<file path="src/rtl/codec_ctl_pkg.sv">
package codec_ctl_pkg;

  typedef enum logic [2:0] {
    ST_IDLE,
    ST_ADDR,
    ST_HI,
    ST_LO,
    ST_IGNORE
  } bus_st_e;

  // Power-on value of each control register
  function automatic logic [8:0] reg_default(input int idx);
    case (idx)
      0, 1:    return 9'h097;
      2, 3:    return 9'h079;
      4:       return 9'h00A;
      5:       return 9'h008;
      6:       return 9'h007;
      7:       return 9'h001;
      8:       return 9'h020;
      default: return 9'h000;
    endcase
  endfunction

  // Right-channel registers that follow their left partner at idx-1
  function automatic bit is_right_partner(input int idx);
    return (idx == 1) || (idx == 3);
  endfunction

endpackage

</file>
<file path="src/rtl/tw_sync.sv">
module tw_sync #(
  parameter int WIDTH  = 2,
  parameter int STAGES = 2
) (
  input  logic             clk,
  input  logic             rst,
  input  logic [WIDTH-1:0] d_i,
  output logic [WIDTH-1:0] q_o
);

  logic [WIDTH-1:0] pipe [STAGES];

  always_ff @(posedge clk) begin
    if (rst) begin
      for (int s = 0; s < STAGES; s++) pipe[s] <= '1;
    end else begin
      pipe[0] <= d_i;
      for (int s = 1; s < STAGES; s++) pipe[s] <= pipe[s-1];
    end
  end

  assign q_o = pipe[STAGES-1];

endmodule

</file>
<file path="src/rtl/tw_bus_fsm.sv">
module tw_bus_fsm
  import codec_ctl_pkg::*;
#(
  parameter logic [6:0] DEV_ADDR = 7'h1A,
  parameter int         WORD_W   = 16
) (
  input  logic              clk,
  input  logic              rst,
  input  logic              scl_s,
  input  logic              sda_s,
  output logic              sda_pull_o,
  output logic              word_valid_o,
  output logic [WORD_W-1:0] word_o,
  output bus_st_e           st_o,
  output logic              stop_o
);

  localparam int BYTE_W = WORD_W / 2;
  localparam int CNT_W  = $clog2(BYTE_W + 2);
  localparam logic [CNT_W-1:0] ACK_CNT  = CNT_W'(BYTE_W);
  localparam logic [CNT_W-1:0] DONE_CNT = CNT_W'(BYTE_W + 1);

  logic              scl_q, sda_q;
  logic [BYTE_W-1:0] shreg, hi_q;
  logic [CNT_W-1:0]  bitcnt;
  bus_st_e           st;

  wire start_w = scl_s & scl_q & sda_q & ~sda_s;
  wire stop_w  = scl_s & scl_q & ~sda_q & sda_s;
  wire rise_w  = scl_s & ~scl_q;
  wire fall_w  = ~scl_s & scl_q;
  wire active  = (st == ST_ADDR) || (st == ST_HI) || (st == ST_LO);

  always_ff @(posedge clk) begin
    if (rst) begin
      st           <= ST_IDLE;
      scl_q        <= 1'b1;
      sda_q        <= 1'b1;
      bitcnt       <= '0;
      shreg        <= '0;
      hi_q         <= '0;
      sda_pull_o   <= 1'b0;
      word_valid_o <= 1'b0;
      word_o       <= '0;
    end else begin
      scl_q        <= scl_s;
      sda_q        <= sda_s;
      word_valid_o <= 1'b0;
      if (start_w) begin
        st         <= ST_ADDR;
        bitcnt     <= '0;
        sda_pull_o <= 1'b0;
      end else if (stop_w) begin
        st         <= ST_IDLE;
        bitcnt     <= '0;
        sda_pull_o <= 1'b0;
      end else if (active) begin
        if (rise_w && bitcnt < ACK_CNT) begin
          shreg  <= {shreg[BYTE_W-2:0], sda_s};
          bitcnt <= bitcnt + 1'b1;
        end else if (fall_w && bitcnt == ACK_CNT) begin
          bitcnt <= DONE_CNT;
          case (st)
            ST_ADDR: begin
              if (shreg == {DEV_ADDR, 1'b0}) sda_pull_o <= 1'b1;
              else                           st         <= ST_IGNORE;
            end
            ST_HI: begin
              sda_pull_o <= 1'b1;
              hi_q       <= shreg;
            end
            default: sda_pull_o <= 1'b1;
          endcase
        end else if (fall_w && bitcnt == DONE_CNT) begin
          sda_pull_o <= 1'b0;
          bitcnt     <= '0;
          case (st)
            ST_ADDR: st <= ST_HI;
            ST_HI:   st <= ST_LO;
            default: begin
              st           <= ST_HI;
              word_valid_o <= 1'b1;
              word_o       <= {hi_q, shreg};
            end
          endcase
        end
      end
    end
  end

  assign st_o   = st;
  assign stop_o = stop_w;

endmodule

</file>
<file path="src/rtl/ctl_regfile.sv">
module ctl_regfile
  import codec_ctl_pkg::*;
#(
  parameter int NUM_REGS   = 10,
  parameter int DATA_W     = 9,
  parameter int RADDR_W    = 7,
  parameter int RESET_ADDR = 15
) (
  input  logic                       clk,
  input  logic                       rst,
  input  logic                       wr_en,
  input  logic [RADDR_W-1:0]         wr_addr,
  input  logic [DATA_W-1:0]          wr_data,
  output logic [NUM_REGS*DATA_W-1:0] bank_o
);

  logic [DATA_W-1:0] regs [NUM_REGS];
  wire wipe = wr_en && (wr_addr == RADDR_W'(RESET_ADDR));

  always_ff @(posedge clk) begin
    if (rst || wipe) begin
      for (int i = 0; i < NUM_REGS; i++) regs[i] <= DATA_W'(reg_default(i));
    end else if (wr_en) begin
      for (int i = 0; i < NUM_REGS; i++) begin
        if (wr_addr == RADDR_W'(i) ||
            (is_right_partner(i) && wr_addr == RADDR_W'(i - 1) && wr_data[DATA_W-1]))
          regs[i] <= wr_data;
      end
    end
  end

  for (genvar g = 0; g < NUM_REGS; g++) begin : g_out
    assign bank_o[g*DATA_W +: DATA_W] = regs[g];
  end

endmodule

</file>
<file path="src/rtl/codec_ctl_slave.sv">
module codec_ctl_slave
  import codec_ctl_pkg::*;
#(
  parameter logic [6:0] DEV_ADDR    = 7'h1A,
  parameter int         SYNC_STAGES = 2,
  parameter int         NUM_REGS    = 10,
  parameter int         DATA_W      = 9,
  parameter int         RADDR_W     = 7,
  parameter int         RESET_ADDR  = 15
) (
  input  logic                       clk,
  input  logic                       rst,
  input  logic                       scl_i,
  input  logic                       sda_i,
  output logic                       sda_pull_o,
  output logic [NUM_REGS*DATA_W-1:0] reg_bank_o
);

  localparam int WORD_W = RADDR_W + DATA_W;

  logic              scl_s, sda_s;
  logic              word_valid, stop_seen;
  logic [WORD_W-1:0] word;
  bus_st_e           bus_st;

  tw_sync #(.WIDTH(2), .STAGES(SYNC_STAGES)) sync_i (
    .clk (clk),
    .rst (rst),
    .d_i ({scl_i, sda_i}),
    .q_o ({scl_s, sda_s})
  );

  tw_bus_fsm #(.DEV_ADDR(DEV_ADDR), .WORD_W(WORD_W)) fsm_i (
    .clk          (clk),
    .rst          (rst),
    .scl_s        (scl_s),
    .sda_s        (sda_s),
    .sda_pull_o   (sda_pull_o),
    .word_valid_o (word_valid),
    .word_o       (word),
    .st_o         (bus_st),
    .stop_o       (stop_seen)
  );

  ctl_regfile #(
    .NUM_REGS(NUM_REGS), .DATA_W(DATA_W), .RADDR_W(RADDR_W), .RESET_ADDR(RESET_ADDR)
  ) regs_i (
    .clk     (clk),
    .rst     (rst),
    .wr_en   (word_valid),
    .wr_addr (word[WORD_W-1 -: RADDR_W]),
    .wr_data (word[DATA_W-1:0]),
    .bank_o  (reg_bank_o)
  );

endmodule

</file>
<file path="config.mk">
export PLATFORM = sky130hd
export DESIGN_NAME = codec_ctl_slave
export DESIGN_NICKNAME = d
export VERILOG_FILES = /design/src/rtl/codec_ctl_pkg.sv /design/src/rtl/tw_sync.sv /design/src/rtl/tw_bus_fsm.sv /design/src/rtl/ctl_regfile.sv /design/src/rtl/codec_ctl_slave.sv
export SDC_FILE = /design/constraint.sdc
export NUM_CORES = 1
export LEC_CHECK = 0
export BUFFER_PORTS_ARGS = -buffer_cell sky130_fd_sc_hd__clkbuf_2
export CAP_MARGIN = 10
export CORE_MARGIN = 1.5
export CORE_UTILIZATION = 62
export CTS_BUF_LIST = sky130_fd_sc_hd__clkbuf_4 sky130_fd_sc_hd__clkbuf_8
export DETAILED_ROUTE_END_ITERATION = 10
export PLACE_DENSITY = 0.87
export SYNTH_ARGS = -nofsm -noshare
export SYNTH_HDL_FRONTEND = slang
export SYNTH_HIERARCHICAL = 1
export SYNTH_SLANG_ARGS = --single-unit
export TNS_END_PERCENT = 1
</file>
<file path="constraint.sdc">
create_clock -name clk -period 7.7 [get_ports clk]
set_clock_uncertainty 0.2 [all_clocks]
set_input_delay 0.385 -clock clk [delete_from_list [all_inputs] [get_ports clk]]
set_output_delay 0.385 -clock clk [all_outputs]
set_load 0.01 [all_outputs]
</file>
==> metrics.md <==
| Metric | Value |
|---|---|
| Crit path DAT | 2.44 ns |
| Pwr Density | 224.8 nW/µm² |
| CTS Root Buffer Type | clkbuf_8 |
| Clock sink total | 137 |
| Cell area after synthesis | 5490 µm² |
| Skew-Pair Late Insertion Delay | 0.44 ns |
| Worst-path clk slew | 0.08 ns |
| CP Max Fanout | 23 |
| GRT Total Usage | 26.08% |
| CTS Buf Count | 17 |
| Critical path type | reg2reg |
| Starting density of the core | 63.58% |
| Leak | 2.273 nW |
| RSZ-0062 raised after global routing | false |
| Final core occ | 74.53% |
| Placer's final routability congestion estimate | 0.8398 |
| 1st-iter DRT viols | 319 |
| VDD IR max | 0.0001470 V |
| Final Max Slew Viols | 0 |
| Layout area overhead | 17.23% |
| Post-Layout Cell Count | 680 |
| Worst-Margin Slew | 0.9113 ns |
| Most frequent cells in the layout | clkbuf_2 (94), edfxtp_1 (90), nor2_1 (87), dfxtp_1 (47), nand2_1 (45) |
| Largest net degree at the start of global routing | 76 |
| CTS tree | built |
| Max-slew headroom | 38.92% |
| Final setup vio count | 0 |
| Max-cap violation count | 0 |
| Final #Nets | 566 |
| Period minus WS final | 2.582 ns |
| Core Box Area | 8636 µm² |
| Synthesized net count | 472 |
| Crit start category | flop |
| Syn_area_per_cell | 11.81 µm² |
| 1st-pass router iterations | 5 |
| Placed Instances | 645 |
| Via count | 4004 |
| First-pass GRT wire length | 18950 µm |
| Setup Fix Bufs, Post-CTS | 0 |
| DP HPWL | 8043 µm |
| CP peak stage delay | 0.81 ns |
| Final ANT Viol Nets | 0 |
| Status | finished, final reports clean |
| Synth warn | 6 |
| Slowest cell on the critical path | dfxtp_1 |
| CP Cell Sequence | and2_0 > a21oi_1 > o21bai_1 |
| DIE HEIGHT | 97.10 µm |
| Die area | 9428 µm² |
| Most common cell after layout, fill and taps aside | clkbuf_2 |
| HP Class | reg2reg |
| Clock buffer depth | 2 |
| Drt drc | 0 |
| Avg Vias per Cell | 5.888 |
| Required @ worst endpoint | 7.56 ns |
| WL/cell | 17.76 µm |
| Post-DP Area | 6000 µm² |
| Crit. End Element | flop |
| Final Cycle Share | 33.53% |
| Fin. Hold Viols | 0 |
| Layout fillers | 550 |
| I/O Pins | 95 |
| IO Port Bufs | 94 |
| H-tree levels | 4 |
| Routed Wire Length | 12070 µm |
| Remaining Overflow, GRT | 0 |
| Synth Instances | 465 |
| Core Rows | 34 |
| Number of global-route vias before repair | 3757 |
| Setup TNS | 0 ns |
| Antenna diode count | 0 |
| Initial antenna violation count | 0 |
| Worst hold slack | 0.2141 ns |
| Area of the multi-input gates | 1709 µm² |
| Design area | 6436 µm² |
| Die X-Extent | 97.10 µm |
| Fraction of layout instances using a drive strength above 1 | 26.40% |
| Register area | 3643 µm² |
| Fmax | 387.3 MHz |
[through the flow]
step / power, W / setup slack [ns]
4_1_cts: 0.001454 / 4.960
6_report: 0.001447 / 5.118
2_1_floorplan: 0.0008379 / 5.254
3_3_place_gp: 0.0008541 / 5.167
5_1_grt: 0.001485 / 5.012
3_5_place_dp: 0.0008559 / 4.956
[where the power goes]
part / switching [W] / total [W] / internal, W
Sequential: 0.00000496 / 0.000797 / 0.000792
Clock: 0.000306 / 0.000607 / 0.000301
Combinational: 0.0000282 / 0.0000423 / 0.0000142
[worst max-delay path, delay by kind of cell, from the launching register on]
family	cells	cell delay, ns
compound gates	2	0.85
flops	1	0.81
simple gates	1	0.35
[registers in the layout (all words and copies together) (netlist names)]
signal,cells
fsm_i/sda_q,1
fsm_i/hi_q,8
fsm_i/shreg,8
regs_i/regs,90
fsm_i/sda_pull_o,1
fsm_i/word_o,16
fsm_i/bitcnt,4
fsm_i/scl_q,1
fsm_i/word_valid_o,1
fsm_i/st_o,3
sync_i/pipe,4
[repair_timing]
item                      4_1_cts  5_1_grt
hold buffers                    2        0
hold endpoints to repair        2        0
resized for setup               0        0
[routing by layer]
metal  vias up  wire length [µm]  GRT usage (%)
li1       1833                 -              -
met1      1901              4608          31.53
met2       229              6151          42.60
met3        41               900          7.482
met4         0               413          13.71
met5         -                 0              0
[cell type report]
cell class	instances	share of cell area (%)
repair buffers	99	7.932
inverters	7	0.4082
well taps	108	2.100
multi-input cells	297	26.56
clock buffers	17	3.635
flip-flops and latches	137	56.61
clock inverters	15	2.760
[final timing paths]
check	to	cells after the start	from	slack, ns
setup / recovery	regs_i/regs[8][3]	3	fsm_i/word_o[10]	5.12
hold / removal	sync_i/pipe[0][3]	1	sync_i/pipe[0][1]	0.21
setup reg to reg	regs_i/regs[8][3]	3	fsm_i/word_o[10]	5.12
hold reg to reg	sync_i/pipe[0][3]	1	sync_i/pipe[0][1]	0.21
(Power assumes the default switching activity.)
